**src/rtl/status_pkg.sv**
```systemverilog
// Package: shared bit positions and helpers for the status reporting unit.
// Assumes an eight-bit status byte; positions of the fixed summaries are
// behavioural, since the host decodes them.
package status_pkg;

    localparam int STB_W       = 8;
    localparam int EVT_W       = 8;
    localparam int AUX_W       = 5;
    localparam int STB_BIT_MAV = 4;
    localparam int STB_BIT_ESB = 5;
    localparam int STB_BIT_RQS = 6;

    // Event register bit indices.
    typedef enum int {
        EV_OP_DONE   = 0,
        EV_REQ_CTRL  = 1,
        EV_QUERY_ERR = 2,
        EV_DEV_ERR   = 3,
        EV_EXEC_ERR  = 4,
        EV_CMD_ERR   = 5,
        EV_USER_REQ  = 6,
        EV_POWER_ON  = 7
    } evt_idx_e;

    // Status byte position of auxiliary summary j: fills positions not
    // reserved for MAV, ESB and RQS, lowest first.
    function automatic int aux_pos(input int j);
        return (j < STB_BIT_MAV) ? j : j + 3;
    endfunction

endpackage

```
**src/rtl/evt_status_reg.sv**
```systemverilog
// Module: event status register with its enable mask.
// Holds sticky event bits set by single-cycle pulses; a read strobe or a
// clear strobe zeroes them, but a pulse in the same cycle wins. Produces the
// masked OR summary. Assumes pulses are synchronous to clk.
module evt_status_reg #(
    parameter int EVT_W   = 8,
    parameter int PON_BIT = 7
) (
    input  logic             clk,
    input  logic             rst_n,
    input  logic [EVT_W-1:0] evt_pulse,
    input  logic             rd_clr,
    input  logic             clr,
    input  logic             ese_wr,
    input  logic [EVT_W-1:0] ese_wdata,
    output logic [EVT_W-1:0] esr_q,
    output logic             esb
);

    logic [EVT_W-1:0] ese_q;
    logic             wipe;

    assign wipe = rd_clr | clr;

    // One sticky cell per event bit.
    for (genvar i = 0; i < EVT_W; i++) begin : g_cell
        logic bit_q;
        // Set on pulse, clear on wipe, power-on bit set by reset.
        always_ff @(posedge clk) begin
            if (!rst_n)
                bit_q <= (i == PON_BIT);
            else if (evt_pulse[i])
                bit_q <= 1'b1;
            else if (wipe)
                bit_q <= 1'b0;
        end
        assign esr_q[i] = bit_q;
    end

    // Event enable mask, host written.
    always_ff @(posedge clk) begin
        if (!rst_n)
            ese_q <= '0;
        else if (ese_wr)
            ese_q <= ese_wdata;
    end

    // Masked OR summary.
    assign esb = |(esr_q & ese_q);

    AST_EVT_CAPTURE: assert property (@(posedge clk) disable iff (!rst_n)
        (|evt_pulse) |=> ((esr_q & $past(evt_pulse)) == $past(evt_pulse)));
    AST_EVT_STICKY: assert property (@(posedge clk) disable iff (!rst_n)
        (!rd_clr && !clr) |=> ((esr_q & $past(esr_q)) == $past(esr_q)));
    AST_EVT_WIPE: assert property (@(posedge clk) disable iff (!rst_n)
        ((rd_clr || clr) && evt_pulse == '0) |=> (esr_q == '0));

endmodule

```
**src/rtl/svc_request_gen.sv**
```systemverilog
// Module: service-request enable mask and request-service flag.
// Registers the OR of the status summary ANDed with the enable mask; the
// request-service position is excluded so the flag cannot hold itself.
module svc_request_gen #(
    parameter int STB_W   = 8,
    parameter int RQS_BIT = 6
) (
    input  logic             clk,
    input  logic             rst_n,
    input  logic [STB_W-1:0] summary,
    input  logic             sre_wr,
    input  logic [STB_W-1:0] sre_wdata,
    output logic             rqs_q
);

    localparam logic [STB_W-1:0] RQS_KEEP = ~(STB_W'(1) << RQS_BIT);

    logic [STB_W-1:0] sre_q;
    logic             want;

    // Service-request enable mask, host written.
    always_ff @(posedge clk) begin
        if (!rst_n)
            sre_q <= '0;
        else if (sre_wr)
            sre_q <= sre_wdata;
    end

    // Masked summary with the self position removed.
    assign want = |(summary & sre_q & RQS_KEEP);

    // Request-service flag follows the masked summary one cycle later.
    always_ff @(posedge clk) begin
        if (!rst_n)
            rqs_q <= 1'b0;
        else
            rqs_q <= want;
    end

    AST_SRQ_RISE: assert property (@(posedge clk) disable iff (!rst_n)
        want |=> rqs_q);
    AST_SRQ_FALL: assert property (@(posedge clk) disable iff (!rst_n)
        !want |=> !rqs_q);
    AST_SELF_MASK_INERT: assert property (@(posedge clk) disable iff (!rst_n)
        ((summary & sre_q & RQS_KEEP) == '0 && $stable(sre_q)) |=> !rqs_q);

endmodule

```
**src/rtl/status_report_unit.sv**
```systemverilog
// Module: top of the status reporting unit.
// Builds the status byte from the event summary, the queue non-empty flag,
// auxiliary summaries and the request-service flag, and drives SRQ.
// Assumes queue_empty and aux_summary are synchronous to clk.
module status_report_unit
    import status_pkg::*;
(
    input  logic             clk,
    input  logic             rst_n,
    input  logic [EVT_W-1:0] evt_pulse,
    input  logic             queue_empty,
    input  logic [AUX_W-1:0] aux_summary,
    input  logic             ese_wr,
    input  logic             sre_wr,
    input  logic [STB_W-1:0] host_wdata,
    input  logic             esr_rd,
    input  logic             evt_clr,
    output logic [EVT_W-1:0] esr_rdata,
    output logic [STB_W-1:0] stb_rdata,
    output logic             srq
);

    logic             esb;
    logic             rqs;
    logic [STB_W-1:0] sum_byte;

    evt_status_reg #(.EVT_W(EVT_W), .PON_BIT(EV_POWER_ON)) u_evt (
        .clk       (clk),
        .rst_n     (rst_n),
        .evt_pulse (evt_pulse),
        .rd_clr    (esr_rd),
        .clr       (evt_clr),
        .ese_wr    (ese_wr),
        .ese_wdata (host_wdata),
        .esr_q     (esr_rdata),
        .esb       (esb)
    );

    // Auxiliary summaries placed into the free status positions.
    for (genvar j = 0; j < AUX_W; j++) begin : g_aux
        assign sum_byte[aux_pos(j)] = aux_summary[j];
    end
    assign sum_byte[STB_BIT_MAV] = ~queue_empty;
    assign sum_byte[STB_BIT_ESB] = esb;
    assign sum_byte[STB_BIT_RQS] = 1'b0;

    svc_request_gen #(.STB_W(STB_W), .RQS_BIT(STB_BIT_RQS)) u_svc (
        .clk       (clk),
        .rst_n     (rst_n),
        .summary   (sum_byte),
        .sre_wr    (sre_wr),
        .sre_wdata (host_wdata),
        .rqs_q     (rqs)
    );

    // Status byte readout: live summaries plus the registered request flag.
    always_comb begin
        stb_rdata              = sum_byte;
        stb_rdata[STB_BIT_RQS] = rqs;
    end

    assign srq = rqs;

    AST_PON_AFTER_RESET: assert property (@(posedge clk) disable iff (!rst_n)
        $rose(rst_n) |-> esr_rdata[EV_POWER_ON]);
    AST_MAV_LIVE: assert property (@(posedge clk) disable iff (!rst_n)
        $fell(queue_empty) |-> stb_rdata[STB_BIT_MAV]);

endmodule

```
**config.mk**
```make
export PLATFORM = sky130hd
export DESIGN_NAME = status_report_unit
export DESIGN_NICKNAME = d
export VERILOG_FILES = /design/src/rtl/status_pkg.sv /design/src/rtl/evt_status_reg.sv /design/src/rtl/svc_request_gen.sv /design/src/rtl/status_report_unit.sv
export SDC_FILE = /design/constraint.sdc
export NUM_CORES = 1
export LEC_CHECK = 0
export ABC_AREA = 1
export CORE_UTILIZATION = 43
export DETAILED_ROUTE_END_ITERATION = 10
export GPL_TIMING_DRIVEN = 0
export HOLD_SLACK_MARGIN = 0.15
export PLACE_DENSITY = 0.84
export SYNTH_ARGS = -nofsm -noshare
export SYNTH_HDL_FRONTEND = slang
export SYNTH_SLANG_ARGS = --single-unit
```
**constraint.sdc**
```tcl
create_clock -name clk -period 1.9 [get_ports clk]
set_clock_uncertainty 0.15 [all_clocks]
set_input_delay 0.285 -clock clk [delete_from_list [all_inputs] [get_ports clk]]
set_output_delay 0.285 -clock clk [all_outputs]
set_load 0.005 [all_outputs]
```
# ---- Word-level counts from Yosys, hierarchy flattened
# Index checks and enable logic that the tools add are counted.
# Widths: inputs -> output; s select.
dict set report totals {
  input_bits 28
  word_cells 34
  output_inout_bits 17
  regBits 25
}
dict set report op_classes {
  reduce_logical 10
  mux 8
  bitwise_logic 5
}
# op n
set op_table {}
lappend op_table {{$and 8x8->8} 2}
lappend op_table {{$reduce_bool 2->1} 7}
lappend op_table {{$mux 1} 8}
lappend op_table {{$reduce_or 8->1} 1}
lappend op_table {{$reduce_or 7->1} 1}
lappend op_table {{$not 1->1} 2}
lappend op_table {{$reduce_or 2->1} 1}
lappend op_table {{$or 1x1->1} 1}

# ---- Logic depth before layout (Yosys ltp)
dict set report logic_depth {
  depth_word 4
  depth_mapped 6
}

# ---- By module
# From an unflattened synthesis, not the netlist that was laid out.
dict set report hier_totals {
  hier_cells 144
  area_unflattened_um2 1023.5
}
# mod cells_per_inst instances area_per_inst_um2 seq_area_each_um2
set by_module_without_submodules {}
lappend by_module_without_submodules {evt_status_reg 90 1 654.4 320.3}
lappend by_module_without_submodules {svc_request_gen 45 1 309.0 160.2}
lappend by_module_without_submodules {status_report_unit 9 1 60.1 0.0}

# ---- Worst setup path after synthesis
# Ideal clock, no wire load.
dict set report synth_path {
  path_type {register -> output}
  startpoint {reg u_evt.g_cell[1].bit_q}
  endpoint {out stb_rdata[5]}
  path_slack_ns 0.799
  required_time_ns 1.465
  n_path_buf 1
  path_stages_with_launch 6
  arrival_ns 0.666
  path_cell_list {dfxtp_1 > nand2_1 > nand2_1 > nor2_1 > nand2_1 > buf_4}
}
dict set report synth_between {
  elab_chain_len 2
}
# item line_no
set synth_rtl {}
lappend synth_rtl {{start: declaration} evt_status_reg.sv:27} ;# logic bit_q;
lappend synth_rtl {{start signal: assignment} evt_status_reg.sv:31} ;# bit_q <= (i == PON_BIT);
lappend synth_rtl {{$and 8x8->8} evt_status_reg.sv:49} ;# assign esb = |(esr_q & ese_q);
lappend synth_rtl {{$reduce_or 8->1} evt_status_reg.sv:49}
lappend synth_rtl {{end: declaration} status_report_unit.sv:19} ;# output logic [STB_W-1:0] stb_rdata,
# Every way passes these cells.

# ---- Worst setup path after layout
dict set report layout_path {
  startpoint {in aux_summary[2]}
  endpoint {out stb_rdata[2]}
}
# item line_no
set layout_rtl {}
lappend layout_rtl {{start: declaration} status_report_unit.sv:12} ;# input logic [AUX_W-1:0] aux_summary,
# No word-level cell between the ends.

==> summary.txt <==
STA
  • Final min period: 1810 ps
  • Worst-Margin Slew: 290 ps
  • Fmax: 553 MHz
  • Unrepaired setup endpoints after global routing: false
  • Slew Viols, Final: 0
  • Setup tns final: 0 ps
  • Final period utilization: 0.952
  • Final Hold Vio Count: 0
  • Final setup fails: 0
  • Slew headroom: 0.806
  • Worst hold slack: 343 ps

Setup path
  • Crit path launch: aux_summary[2]
  • Crit path to: stb_rdata[2]
  • CP max stage cell: clkdlybuf4s50_1
  • CP most frequent cell: clkdlybuf4s50_1
  • R2r startpoint: u_evt.g_cell[0].bit_q$_SDFFE_PN0P_
  • Critical path class: input pin to output pin
  • Startpoint types: input pin
  • Critical Path Stages: 3
  • Worst-path fanout max: 2
  • Worst R2R End: u_svc.rqs_q$_SDFF_PN0_
  • Crit path cell chain: clkdlybuf4s50_1, buf_4, clkdlybuf4s50_1
  • CP bufs+invs: 3
  • Worst path max stage delay: 500 ps
  • R2R setup slack: 880 ps
  • Delay-heaviest family, CP: buffers and inverters
  • CP endpoint kind: output pin
  • Worst EP required: 1460 ps
  • Crit path DAT: 1370 ps
  • Worst Reg-to-Reg Cells: 6

Synth
  • Average size of a mapped cell: 7.55 sq um
  • Yosys top cell area share: 0.485
  • Yosys reg bits: 24
  • EDFF count, synth: 0
  • Syn_nets: 159
  • Post-Synthesis Cells: 131
  • Synth top cells by count: nor2_1, dfxtp_1, nand2_1
  • Most frequent cell after synthesis: nor2_1
  • Seq/Total Area, Yosys: 0.485
  • Primary FF master, synth: dfxtp_1
  • Mux share of post-synthesis cell area: 0
  • Post-synth ARST share: 0
  • Synth unique cells: 13
  • YS warnings: 0
  • Xor-xnor portion of the synthesized cell area: 0
  • Largest family of logic cells by synthesized area: simple AND/OR/NAND/NOR gates
  • Synth area leaders: dfxtp_1, nor2_1, buf_4
  • Adder-Cell Fraction of Synth Area: 0
  • Compound-Gate Fraction of Synth Area: 0.125
  • Post-synthesis simple-gate area fraction: 0.249
  • Netlist Area Pre-Place: 990 sq um
  • Dominant cell type by area after synthesis: dfxtp_1

Global route
  • Total Routing Usage GR: 0.191
  • Met2 Resource Use GR: 0.367
  • Met1 Resource Use GR: 0.200
  • Pin count of the biggest net entering global routing: 13
  • GR Layer Usage met3: 0.0370
  • Vias in the first global route: 911
  • Most used routing layer: met2
  • First-pass GRT wire length: 3680 um
  • Initial antenna violation count: 0
  • Total gr overflow: 0

Place
  • Placement Cell Area: 1470 sq um
  • RD Place Congestion: 0.754
  • Sum of net half-perimeters after detailed placement: 1700 um
  • PortBufs: 44

Floorplanning
  • Die Area: 2500 sq um
  • Core area: 2190 sq um
  • Initial core utilization: 0.452
  • Die H: 50.0 um
  • Row cnt: 17
  • Die Wd: 50.0 um
  • I/O pin cnt: 45

Layout
  • Syn-to-layout area delta: 50.3%
  • Share of layout cells above drive strength 1: 0.124
  • Fin util: 0.679
  • Area of the multi-input gates: 370 sq um
  • Final instance area: 1490 sq um
  • Register area: 482 sq um
  • Nets: 208
  • Ant diodes: 0
  • Layout fillers: 208

Route
  • Total Wirelength: 2150 um
  • Vias: 966
  • DR iter-0 viols: 19
  • Initial DRT Pass Iterations: 4
  • Drt via density: 4.69
  • Final ANT Viol Nets: 0
  • DR WL/cell: 10.4 um
  • DRC: 0

Clocking
  • Clk buf depth: 2
  • Num CTS Buffers: 3
  • Post-CTS Hold Fix Bufs: 0
  • Clk Latency, worst-skew pair: 300 ps
  • Setup Buffers After CTS: 0
  • Reg clk slew, reported paths: 120 ps
  • TritonCTS clock tree: yes
  • Clock tree root driver cell: clkbuf_4
  • CTS H-tree depth: 1
  • Clock Sinks: 24

Pwr
  • PwrDens: 662 nW/um^2
  • Leakage Power: 0.662 nW
  • Max VDD drop: 0.517 mV

Status
  • Status: complete, no violations

Flow run
  • Max_cap viols: 0

Hold path
  • Hold crit path type: register to register
## report_power, final
part,switching (mW),leakage [nW],internal [mW]
Clock,0.136,0.0138,0.0739
Sequential,0.0197,0.200,0.538
Combinational,0.0774,0.448,0.139
## worst register-to-register path: cells and delay by family, from the launching register on
kind | cells | cell delay, ps
AND/OR/NAND/NOR | 5 | 380
flip-flops | 1 | 340
AO/OA/AOI/OAI | 1 | 60
## layout by cell type (no fill, tap or decap)
cell type,instances
nand4_1,1
nor2_4,1
inv_1,3
o21ai_1,4
o21ai_0,11
dfxtp_1,23
a21oi_1,8
dlygate4sd2_1,1
nand2_1,21
inv_2,1
a211o_1,1
buf_6,1
dfxtp_2,1
clkbuf_4,3
clkdlybuf4s50_1,43
buf_4,15
nor2_1,40
## metrics by stage
stage               std cells  total power, mW  worst slack (ps)
floorplan                 131            0.656               799
global route              206             1.04              2.45
finish                    206            0.984              91.9
global placement          203            0.782               111
detailed placement        203            0.790              90.4
CTS                       206            0.996              81.9
## cell families (layout without fill, tap and decap cells)
logic type      Yosys count  in the layout
flops                    24             24
buf+inv                  20             67
compound gates           24             24
simple gates             63             63
## routing by layer
metal | vias to the layer above | part of all wire | routed length (um)
li1 | 496 | - | -
met1 | 423 | 0.41 | 885
met2 | 45 | 0.50 | 1070
met3 | 2 | 0.085 | 182
met4 | 0 | 0.0046 | 10
met5 | - | 0 | 0
## flip-flops by register name, indices dropped and copies added (netlist names)
signal,count
u_evt.ese_q,8
u_evt.g_cell.bit_q,8
u_svc.rqs_q,1
u_svc.sre_q,7
## area by class of cell
type,instances,area share
plain buffers,16,0.0833
repair buffers,44,0.295
multi-input cells,87,0.249
clock buffers,3,0.0151
flip-flops and latches,24,0.324
well taps,28,0.0235
inverters,4,0.0101
## worst min path at each step
stage	slack, ps	endpoint	start	cells past startpoint
after global routing	380	u_evt.ese_q[4]$_SDFFE_PN0P_	u_evt.ese_q[4]$_SDFFE_PN0P_	2
final	340	u_svc.rqs_q$_SDFF_PN0_	u_svc.sre_q[5]$_SDFFE_PN0P_	2
after detailed placement	330	u_evt.ese_q[7]$_SDFFE_PN0P_	u_evt.ese_q[7]$_SDFFE_PN0P_	2
after global placement	310	u_svc.rqs_q$_SDFF_PN0_	u_svc.sre_q[5]$_SDFFE_PN0P_	2
after floorplan	230	u_evt.g_cell[7].bit_q$_SDFFE_PP1P_	evt_pulse[7]	1
after CTS	350	u_svc.rqs_q$_SDFF_PN0_	u_svc.sre_q[5]$_SDFFE_PN0P_	2
## what timing repair did
action	CTS	global route
resized for setup	2	0
hold endpoints to repair	0	0
setup endpoints to repair	1	0
Note: power is estimated with default switching activity, not from simulation.
